<file path="config.mk">
export PLATFORM = sky130hd
export DESIGN_NAME = layer_fold_trigger
export DESIGN_NICKNAME = d
export VERILOG_FILES = /design/src/rtl/trig_pkg.sv /design/src/rtl/trig_run_detect.sv /design/src/rtl/trig_sat_counter.sv /design/src/rtl/trig_datapath.sv /design/src/rtl/trig_control.sv /design/src/rtl/layer_fold_trigger.sv
export SDC_FILE = /design/constraint.sdc
export NUM_CORES = 1
export LEC_CHECK = 0
export ABC_AREA = 1
export BUFFER_PORTS_ARGS = -buffer_cell sky130_fd_sc_hd__clkbuf_2
export CAP_MARGIN = 20
export CORE_AREA = 2 2 116 203
export DETAILED_ROUTE_END_ITERATION = 10
export DIE_AREA = 0 0 118 205
export MAX_ROUTING_LAYER = met4
export PLACE_DENSITY = 0.78
export SYNTH_ARGS = -nofsm -noshare
export SYNTH_HDL_FRONTEND = slang
export SYNTH_HIERARCHICAL = 1
export SYNTH_SLANG_ARGS = --single-unit
</file>
<file path="constraint.sdc">
create_clock -name clk -period 5.65 [get_ports clk]
set_clock_uncertainty 0.2 [all_clocks]
set_input_delay 1.13 -clock clk [delete_from_list [all_inputs] [get_ports clk]]
set_output_delay 1.13 -clock clk [all_outputs]
set_load 0.05 [all_outputs]
</file>
<file path="src/rtl/trig_pkg.sv">
package trig_pkg;

  // Per-cycle coincidence state derived by the datapath
  typedef struct packed {
    logic anyCond;
    logic xCond;
    logic yCond;
  } planeStat_t;

  // Strobes issued by the control to the datapath
  typedef struct packed {
    logic fire;
    logic xRise;
    logic yRise;
    logic clear;
  } ctrlStrobe_t;

endpackage

</file>
<file path="src/rtl/trig_run_detect.sv">
// Consecutive-layer run search over one plane; the fold index f needs MAX_RUN-f layers
module trig_run_detect #(
  parameter int NUM_LAYERS = 14,
  parameter int NUM_FOLDS  = 4,
  parameter int MAX_RUN    = 5
) (
  input  logic [NUM_LAYERS*NUM_FOLDS-1:0] flags,
  output logic                            hit
);

  logic [NUM_FOLDS-1:0] foldHit;

  for (genvar f = 0; f < NUM_FOLDS; f++) begin : g_fold
    localparam int W = MAX_RUN - f;
    logic [NUM_LAYERS-1:0] column;

    for (genvar l = 0; l < NUM_LAYERS; l++) begin : g_col
      assign column[l] = flags[l*NUM_FOLDS + f];
    end

    if (W < 1 || W > NUM_LAYERS) begin : g_none
      assign foldHit[f] = 1'b0;
    end else begin : g_win
      localparam int NSTART = NUM_LAYERS - W + 1;
      logic [NSTART-1:0] window;
      for (genvar s = 0; s < NSTART; s++) begin : g_start
        assign window[s] = &column[s +: W];
      end
      assign foldHit[f] = |window;
    end
  end

  assign hit = |foldHit;

endmodule

</file>
<file path="src/rtl/trig_sat_counter.sv">
module trig_sat_counter #(
  parameter int CNT_W = 32
) (
  input  logic             clk,
  input  logic             rst_n,
  input  logic             clear,
  input  logic             inc,
  output logic [CNT_W-1:0] count
);

  always_ff @(posedge clk or negedge rst_n) begin
    if (!rst_n) begin
      count <= '0;
    end else if (clear) begin
      count <= '0;
    end else if (inc && (count != '1)) begin
      count <= count + 1'b1;
    end
  end

endmodule

</file>
<file path="src/rtl/trig_datapath.sv">
module trig_datapath
  import trig_pkg::*;
#(
  parameter int NUM_LAYERS = 14,
  parameter int NUM_FOLDS  = 4,
  parameter int MAX_RUN    = 5,
  parameter int CNT_W      = 32
) (
  input  logic                            clk,
  input  logic                            rst_n,
  input  logic [NUM_LAYERS-1:0]           layerEnable,
  input  logic [NUM_LAYERS*NUM_FOLDS-1:0] xFold,
  input  logic [NUM_LAYERS*NUM_FOLDS-1:0] yFold,
  input  ctrlStrobe_t                     strobe,
  output planeStat_t                      stat,
  output logic [CNT_W-1:0]                trigCount,
  output logic [CNT_W-1:0]                xHitCount,
  output logic [CNT_W-1:0]                yHitCount
);

  localparam int FLAG_W = NUM_LAYERS * NUM_FOLDS;

  logic [FLAG_W-1:0]     xQ, yQ;
  logic [NUM_LAYERS-1:0] enQ;
  logic [FLAG_W-1:0]     laneMask;
  logic                  xHit, yHit;

  // Align every layer on one edge
  always_ff @(posedge clk or negedge rst_n) begin
    if (!rst_n) begin
      xQ  <= '0;
      yQ  <= '0;
      enQ <= '0;
    end else begin
      xQ  <= xFold;
      yQ  <= yFold;
      enQ <= layerEnable;
    end
  end

  for (genvar l = 0; l < NUM_LAYERS; l++) begin : g_mask
    assign laneMask[l*NUM_FOLDS +: NUM_FOLDS] = {NUM_FOLDS{enQ[l]}};
  end

  trig_run_detect #(
    .NUM_LAYERS(NUM_LAYERS), .NUM_FOLDS(NUM_FOLDS), .MAX_RUN(MAX_RUN)
  ) xRun_i (
    .flags(xQ & laneMask),
    .hit  (xHit)
  );

  trig_run_detect #(
    .NUM_LAYERS(NUM_LAYERS), .NUM_FOLDS(NUM_FOLDS), .MAX_RUN(MAX_RUN)
  ) yRun_i (
    .flags(yQ & laneMask),
    .hit  (yHit)
  );

  assign stat.xCond   = xHit;
  assign stat.yCond   = yHit;
  assign stat.anyCond = xHit | yHit;

  trig_sat_counter #(.CNT_W(CNT_W)) trigCnt_i (
    .clk(clk), .rst_n(rst_n), .clear(strobe.clear), .inc(strobe.fire), .count(trigCount)
  );

  trig_sat_counter #(.CNT_W(CNT_W)) xCnt_i (
    .clk(clk), .rst_n(rst_n), .clear(strobe.clear), .inc(strobe.xRise), .count(xHitCount)
  );

  trig_sat_counter #(.CNT_W(CNT_W)) yCnt_i (
    .clk(clk), .rst_n(rst_n), .clear(strobe.clear), .inc(strobe.yRise), .count(yHitCount)
  );

endmodule

</file>
<file path="src/rtl/trig_control.sv">
module trig_control
  import trig_pkg::*;
#(
  parameter int DEAD_W = 8
) (
  input  logic              clk,
  input  logic              rst_n,
  input  logic              clrCnt,
  input  logic [DEAD_W-1:0] deadTime,
  input  planeStat_t        stat,
  output ctrlStrobe_t       strobe,
  output logic              trigPulse
);

  logic              anyPrev, xPrev, yPrev;
  logic [DEAD_W-1:0] deadCnt;
  logic              deadIdle;

  assign deadIdle     = (deadCnt == '0);
  assign strobe.fire  = stat.anyCond & ~anyPrev & deadIdle;
  assign strobe.xRise = stat.xCond & ~xPrev;
  assign strobe.yRise = stat.yCond & ~yPrev;
  assign strobe.clear = clrCnt;

  always_ff @(posedge clk or negedge rst_n) begin
    if (!rst_n) begin
      anyPrev   <= 1'b0;
      xPrev     <= 1'b0;
      yPrev     <= 1'b0;
      deadCnt   <= '0;
      trigPulse <= 1'b0;
    end else begin
      anyPrev   <= stat.anyCond;
      xPrev     <= stat.xCond;
      yPrev     <= stat.yCond;
      trigPulse <= strobe.fire;
      if (strobe.fire) begin
        deadCnt <= deadTime;
      end else if (!deadIdle) begin
        deadCnt <= deadCnt - 1'b1;
      end
    end
  end

endmodule

</file>
<file path="src/rtl/layer_fold_trigger.sv">
module layer_fold_trigger
  import trig_pkg::*;
#(
  parameter int NUM_LAYERS = 14,
  parameter int NUM_FOLDS  = 4,
  parameter int MAX_RUN    = 5,
  parameter int DEAD_W     = 8,
  parameter int CNT_W      = 32
) (
  input  logic                            clk,
  input  logic                            rst_n,
  input  logic                            clrCnt,
  input  logic [NUM_LAYERS-1:0]           layerEnable,
  input  logic [NUM_LAYERS*NUM_FOLDS-1:0] xFold,
  input  logic [NUM_LAYERS*NUM_FOLDS-1:0] yFold,
  input  logic [DEAD_W-1:0]               deadTime,
  output logic                            trigPulse,
  output logic [CNT_W-1:0]                trigCount,
  output logic [CNT_W-1:0]                xHitCount,
  output logic [CNT_W-1:0]                yHitCount
);

  planeStat_t  stat;
  ctrlStrobe_t strobe;

  trig_datapath #(
    .NUM_LAYERS(NUM_LAYERS), .NUM_FOLDS(NUM_FOLDS), .MAX_RUN(MAX_RUN), .CNT_W(CNT_W)
  ) dp_i (
    .clk        (clk),
    .rst_n      (rst_n),
    .layerEnable(layerEnable),
    .xFold      (xFold),
    .yFold      (yFold),
    .strobe     (strobe),
    .stat       (stat),
    .trigCount  (trigCount),
    .xHitCount  (xHitCount),
    .yHitCount  (yHitCount)
  );

  trig_control #(.DEAD_W(DEAD_W)) ctl_i (
    .clk      (clk),
    .rst_n    (rst_n),
    .clrCnt   (clrCnt),
    .deadTime (deadTime),
    .stat     (stat),
    .strobe   (strobe),
    .trigPulse(trigPulse)
  );

endmodule

</file>
==> metrics.txt, run 1 <==
mux cell area share after synthesis 0%; CORE AREA 22600 sq um; XOR/XNOR Fraction of Synth Area 2.07%; DR iter-0 viols 765; number of port buffers 233; reg-to-reg endpoint dp_i/trigCnt_i/count[29]$_DFFE_PN0P_; # hold bufs at CTS 0; Placed Instance Area 13600 sq um; Slew HR 26.4%; largest net degree at the start of global routing 147; top cell type's share of synthesized area 47.8%; Die Y 205 microns; Synth cell types 32; first-pass GRT wire length 52.6 mm; Crit Path Category reg -> reg; CTS root buffer clkbuf_16; drt drc 0; Syn. warnings 6; fin crit period 3.62 ns; Area growth, synth to finish 17.0%; Max Freq 0.276 GHz; Clock Pin Slew Worst Setup and Hold Paths 0.06 ns; die width 118 microns; # IOs 234; initial antenna violation count 7; Core Util, Final 63.6%; Finished Cell Area 14300 sq um; FFs w/ async S/R, synth 100%; Hold Vio Cnt, Final 0; total vias in the final route 11200; Power Density 249 nW/um^2; RR Startpoint dp_i/enQ[9]$_DFF_PN0_; Worst VDD drop 0.296 mV; flops & latches, synth 234; # nets final 2025; Clock Latency Late Sink 0.52 ns; row count 73; setup repair bufs after CTS 0; clock share of power 43.1%; cells after synthesis 1664; layout cells sized above 1 17.6%; CTS tree yes; Final GP Congestion 0.964; syn_area_per_cell 7.37 sq um; placed insts 2159; crit path DAT 3.87 ns; RSZ-0062 raised after global routing no; Mapped Nets 1805; drt pass-1 iters 5; Primary FF master, synth dfrtp_1; adder-cell share of the synthesized area 0.408%; most common cell in the netlist nand2_1; worst reg2reg path depth 18; Worst Hold Depth 2; critical path capture point type flop; final WL 32.8 mm; Post-synth EDFFs 0; Via-to-Cell Ratio 5.07; Sink Count 234; Worst Hold Launch dp_i/trigCnt_i/count[31]$_DFFE_PN0P_; LEAKAGE 7.87 nW; PostCTS Resize Cnt 0; Fill cells 2088; H-tree levels 1; Seq pwr share 49.3%; reg2reg setup slack 2.03 ns; Initial Util 54.3%; number of global-route vias before repair 10800; GRT Util Overall 28.0%; Slew Viols, Final 0; P_int 2.71 mW; Tcrit/Tclk final 64.1%; Post-Layout Cell Count 2206; post-route setup TNS 0 ns; outcome complete, no violations; final setup fails 0; Logic pwr share 7.7%; Num CTS Buffers 22; DIE AREA 24200 sq um; Switching Fraction 24.2%; Clock Path Buffers 3; Slew @ Worst Pin 1.10 ns; Area contributors post-synth dfrtp_1 (48%), nand2_1 (19%), inv_1 (7.0%); sequential cell area fraction in the yosys report 47.8%; most instantiated cells after synthesis nand2_1 (607), dfrtp_1 (234), inv_1 (230); Mapped Area 12300 sq um; Worst Hold End dp_i/trigCnt_i/count[31]$_DFFE_PN0P_; Compound-Gate Fraction of Synth Area 3.59%; power after layout 3.57 mW; CP Max Fanout 14; remaining antenna violation count 0; Worst Hold Class reg -> reg; simple-gate share of the synthesized area 36.5%; cell taking the most area after synthesis dfrtp_1; DR WL/cell 14.8 microns; main combinational cell family by area after synthesis simple AND/OR/NAND/NOR gates; net switching power 0.865 mW; Max-cap violations 0; Overflow after GRT 0; Startpoint Class flop; Critical Path RT 5.90 ns; HPWL after DPL 24.8 mm
-- metrics by stage --
| stage | worst slack (ns) | hold WS (ns) |
|---|---|---|
| floorplan | 3.12 | 0.309 |
| detailed placement | 2.06 | 0.351 |
| global placement | 2.10 | 0.332 |
| CTS | 2.04 | 0.365 |
| finish | 2.03 | 0.372 |
| global route | 1.67 | 0.394 |
-- sequential cells by signal, summed over array words and instances, names as in the netlist --
signal,count
dp_i/trigCnt_i/count,32
ctl_i/deadCnt,8
dp_i/xQ,56
ctl_i/trigPulse,1
dp_i/yQ,56
ctl_i/anyPrev,1
ctl_i/xPrev,1
dp_i/xCnt_i/count,32
dp_i/enQ,14
dp_i/yCnt_i/count,32
ctl_i/yPrev,1
-- metal layers --
| layer | share of wire [%] | vias to the layer above | track usage (%) |
|---|---|---|---|
| met1 | 36 | 5183 | 29.4 |
| met2 | 54 | 377 | 51.2 |
| met3 | 4.9 | 106 | 3.45 |
| met4 | 4.5 | 0 | 14.4 |
| met5 | 0 | - | - |
| li1 | - | 5517 | - |
-- layout by cell type (no fill, tap or decap), types with 4 or more instances in the layout --
master	Yosys	final
inv_1	230	230
o21ai_0	19	19
xor2_1	17	17
diode_2	0	7
clkbuf_1	6	4
clkinv_2	0	4
nor2_1	207	207
nand2_4	11	11
nand3b_1	5	5
nand2_1	607	607
inv_2	11	11
xnor2_1	12	12
clkbuf_16	0	23
clkbuf_2	0	232
nand3_1	124	124
nand4_1	35	35
o21ai_1	39	39
nor2_8	5	5
a21oi_1	15	15
nor2_4	8	8
nor2_2	12	12
ha_1	4	4
nand2_2	10	10
dfrtp_1	234	234
-- critical path, cell delays in order (launching register included) --
cell and delay, ns:
dfrtp_1 0.53, nand2_1 0.09, inv_1 0.09, nand2_1 0.07, nor2_1 0.11, o21ai_0 0.11, nand3_1 0.12, nor2_1 0.06
nand3_1 0.11, inv_1 0.05, nand2_1 0.12, inv_1 0.05, nor2_1 0.29, inv_2 0.15, nor2_8 0.20, inv_1 0.06
a21oi_1 0.84, nand4_1 0.19, nand2_1 0.11
-- logic make-up (layout without fill, tap and decap cells) --
logic type | after synthesis | after routing
buffers and inverters | 282 | 517
AOI/OAI and AO/OA | 83 | 83
DFF | 234 | 234
xor gates and xnor gates | 29 | 29
other | 0 | 7
and+or+nand+nor | 1032 | 1032
adders and majority gates | 4 | 4
-- worst max path at each step --
stage	start	end	slack, ns	cells after the start
4_1_cts	dp_i/enQ[2]$_DFF_PN0_	dp_i/trigCnt_i/count[6]$_DFFE_PN0P_	2.04	20
3_5_place_dp	dp_i/enQ[7]$_DFF_PN0_	dp_i/trigCnt_i/count[6]$_DFFE_PN0P_	2.06	18
5_1_grt	dp_i/enQ[2]$_DFF_PN0_	dp_i/trigCnt_i/count[27]$_DFFE_PN0P_	1.67	20
6_report	dp_i/enQ[9]$_DFF_PN0_	dp_i/trigCnt_i/count[29]$_DFFE_PN0P_	2.03	18
3_3_place_gp	dp_i/enQ[3]$_DFF_PN0_	dp_i/trigCnt_i/count[31]$_DFFE_PN0P_	2.10	20
2_1_floorplan	dp_i/enQ[7]$_DFF_PN0_	dp_i/trigCnt_i/count[25]$_DFFE_PN0P_	3.12	20
-- power groups by stage --
stage          registers (mW)  logic (mW)  clock network, mW
6_report                 1.76       0.274               1.54
5_1_grt                  1.77       0.308               1.65
4_1_cts                  1.76       0.276               1.58
3_5_place_dp             1.79       0.275                  0
3_3_place_gp             1.79       0.270                  0
2_1_floorplan            1.79       0.163                  0
-- cell type report --
class | count | area, sq um | area share, %
clock buffers | 28 | 604 | 4.21
multi-input cells | 1148 | 5220 | 36.4
inverters | 241 | 905 | 6.31
repair buffers | 237 | 1220 | 8.50
flip-flops and latches | 234 | 5860 | 40.8
clock inverters | 11 | 143 | 0.995
well taps | 300 | 375 | 2.62
diodes | 7 | 17.5 | 0.122
Note: power is estimated with default switching activity, not from simulation.
==> inputs of run 2 (changes only) <==
CORE_AREA = 2 2 121 211   (was 2 2 116 203)
DIE_AREA = 0 0 123 213   (was 0 0 118 205)
PLACE_DENSITY = 0.76   (was 0.78)
clock period = 3.15 ns   (was 5.65 ns; I/O delays follow)
==> run 2 against run 1 <==
Effect of this change:
- global-route usage down 0.074 points
- sequential share of layout area down 0.68 points
- combinational power up 94%
- die area up 8.3%
- core utilization down 4.0 points
- critical path depth unchanged
- clock-buffer cell count down 2
- register-to-register slack worse by 1.7 ns
- worst setup slack worse by 1.7 ns
- worst hold slack worse by 0.35 ns
- via count about the same
- cell area up 1.9%
- critical path type unchanged
- critical endpoint is now dp_i/trigCnt_i/count[13]$_DFFE_PN0P_
- largest cell class unchanged
==> metrics.txt, run 2 (synthesis gave the netlist of run 1 again) <==
number of global-route vias before repair 11300; layout cells sized above 1 18.8%; fin crit period 2.80 ns; Slew @ Worst Pin 0.640 ns; initial antenna violation count 4; Die Y 213 microns; Tcrit/Tclk final 89.0%; placed insts 2185; commonest non-fill, non-tap cell in the layout nand2_1; RR Startpoint dp_i/enQ[6]$_DFF_PN0_; remaining antenna violation count 0; Post-Layout Cell Count 2233; post-route setup TNS 0 ns; # IOs 234; GRT Util Overall 27.9%; Worst VDD drop 0.439 mV; drt pass-1 iters 5; Setup crit end dp_i/trigCnt_i/count[13]$_DFFE_PN0P_; Hold Vio Cnt, Final 0; reg2reg setup slack 0.35 ns; Worst Hold Class in -> reg; Worst Hold Depth 1; Clock Pin Slew Worst Setup and Hold Paths 0.07 ns; WHS 0.0210 ns; critical path capture point type flop; Max Freq 0.357 GHz; Slew Viols, Final 0; Num CTS Buffers 22; crit path DAT 3.01 ns; Startpoint Class flop; Regs by FF count dp_i/xQ x56, dp_i/yQ x56; Slew HR 57.3%; CTS root buffer clkbuf_16; LEAKAGE 7.99 nW; Area growth, synth to finish 19.3%; DR WL/cell 15.5 microns; Initial Util 50.0%; Clock Latency Late Sink 0.51 ns; Via-to-Cell Ratio 5.01; Power Density 462 nW/um^2; first-pass GRT wire length 55.8 mm; Overflow after GRT 0; Max-cap violations 0; setup repair bufs after CTS 0; CORE AREA 24500 sq um; final setup fails 0; Crit Path Category reg -> reg; reg-to-reg endpoint dp_i/trigCnt_i/count[13]$_DFFE_PN0P_; DIE AREA 26200 sq um; final WL 34.7 mm; Sink Count 234; Critical Path RT 3.36 ns; largest net degree at the start of global routing 81; row count 76; die width 123 microns; drt drc 0; DR iter-0 viols 705; RSZ-0062 raised after global routing no; number of port buffers 233; Critical path origin dp_i/enQ[6]$_DFF_PN0_; Final GP Congestion 0.928; CTS tree yes; worst reg2reg path depth 18; HPWL after DPL 26.5 mm; Clock Path Buffers 3; CP Max Fanout 21; total vias in the final route 11200; commonest non-fill, non-tap cells in the layout nand2_1 (607), clkbuf_2 (232), inv_1 (230); # nets final 2044; H-tree levels 1; outcome complete, no violations
==> run 2: changes by cell type in the layout (fill, tap and decap cells not counted), moves of 3 or more <==
cell	delta
buf_4	+12
dfrtp_1	-11
dfrtp_2	+11
dlygate4sd3_1	+6
bufinv_16	+3
clkbuf_1	-3
diode_2	-3
==> run 2: power by group <==
part	internal (mW)	leakage, nW	switching [mW]
combinational	0.170	4.66	0.361
sequential	3.10	2.92	0.0634
clock	1.88	0.405	1.18
==> run 2: final cells by class <==
type                            instances  area (sq um)
Inverter                              241           907
Multi-Input combinational cell       1148          5220
Clock buffer                           26           607
Tap cell                              312           390
Timing Repair Buffer                  256          1390
Antenna cell                            4          10.0
Fill cell                            2262          9920
Sequential cell                       234          5870
Clock inverter                         12           224
==> run 2: worst min-delay path by stage <==
stage	from	to	slack, ns
final	yFold[37]	dp_i/yQ[37]$_DFF_PN0_	0.02
after CTS	xFold[7]	dp_i/xQ[7]$_DFF_PN0_	0.000006
after global routing	layerEnable[6]	dp_i/enQ[6]$_DFF_PN0_	-0.002
after floorplan	rst_n	ctl_i/anyPrev$_DFF_PN0_	0.13
after detailed placement	dp_i/xCnt_i/count[1]$_DFFE_PN0P_	dp_i/xCnt_i/count[1]$_DFFE_PN0P_	0.35
after global placement	ctl_i/deadCnt[1]$_DFFE_PN0P_	ctl_i/deadCnt[1]$_DFFE_PN0P_	0.33
==> run 2: through the flow <==
| step | instance area [sq um] | util [%] | setup slack, ns | total power [mW] |
|---|---|---|---|---|
| 5_1_grt | 14600 | 59.6 | 0.0782 | 7.03 |
| 2_1_floorplan | 12300 | - | 0.618 | 3.50 |
| 3_3_place_gp | 13700 | 55.8 | 0.238 | 3.74 |
| 4_1_cts | 14600 | 59.4 | 0.167 | 6.83 |
| 6_report | 14600 | 59.6 | 0.348 | 6.75 |
| 3_5_place_dp | 13700 | 55.8 | 0.170 | 3.75 |
==> run 2: critical path, stage by stage (launching register included) <==
cell,delay (ns)
dfrtp_2,0.50
nand2_1,0.08
inv_1,0.11
nand2_1,0.08
nand3b_1,0.16
nand3_1,0.08
nor2_1,0.04
nand3_1,0.19
inv_1,0.06
nand2_1,0.09
inv_1,0.04
nor2_1,0.14
inv_2,0.10
nor2_8,0.18
nand2_8,0.09
nand2_4,0.22
inv_4,0.16
nand2_1,0.10
nand2_1,0.05
==> run 2: timing repair <==
action | in CTS | in global routing
gates resized for setup | 0 | 13
endpoints found under the setup margin | 0 | 21
hold endpoints to repair | 79 | 1
hold buffers | 5 | 1
==> run 2: per-layer routing <==
metal  routed length [microns]  global-route usage (%)  vias to the layer above
met1                     12900                    30.1                     5171
li1                          -                       -                     5549
met2                     18400                    49.9                      347
met5                         0                       -                        -
met3                      1550                    3.23                      115
met4                      1810                    14.1                        0
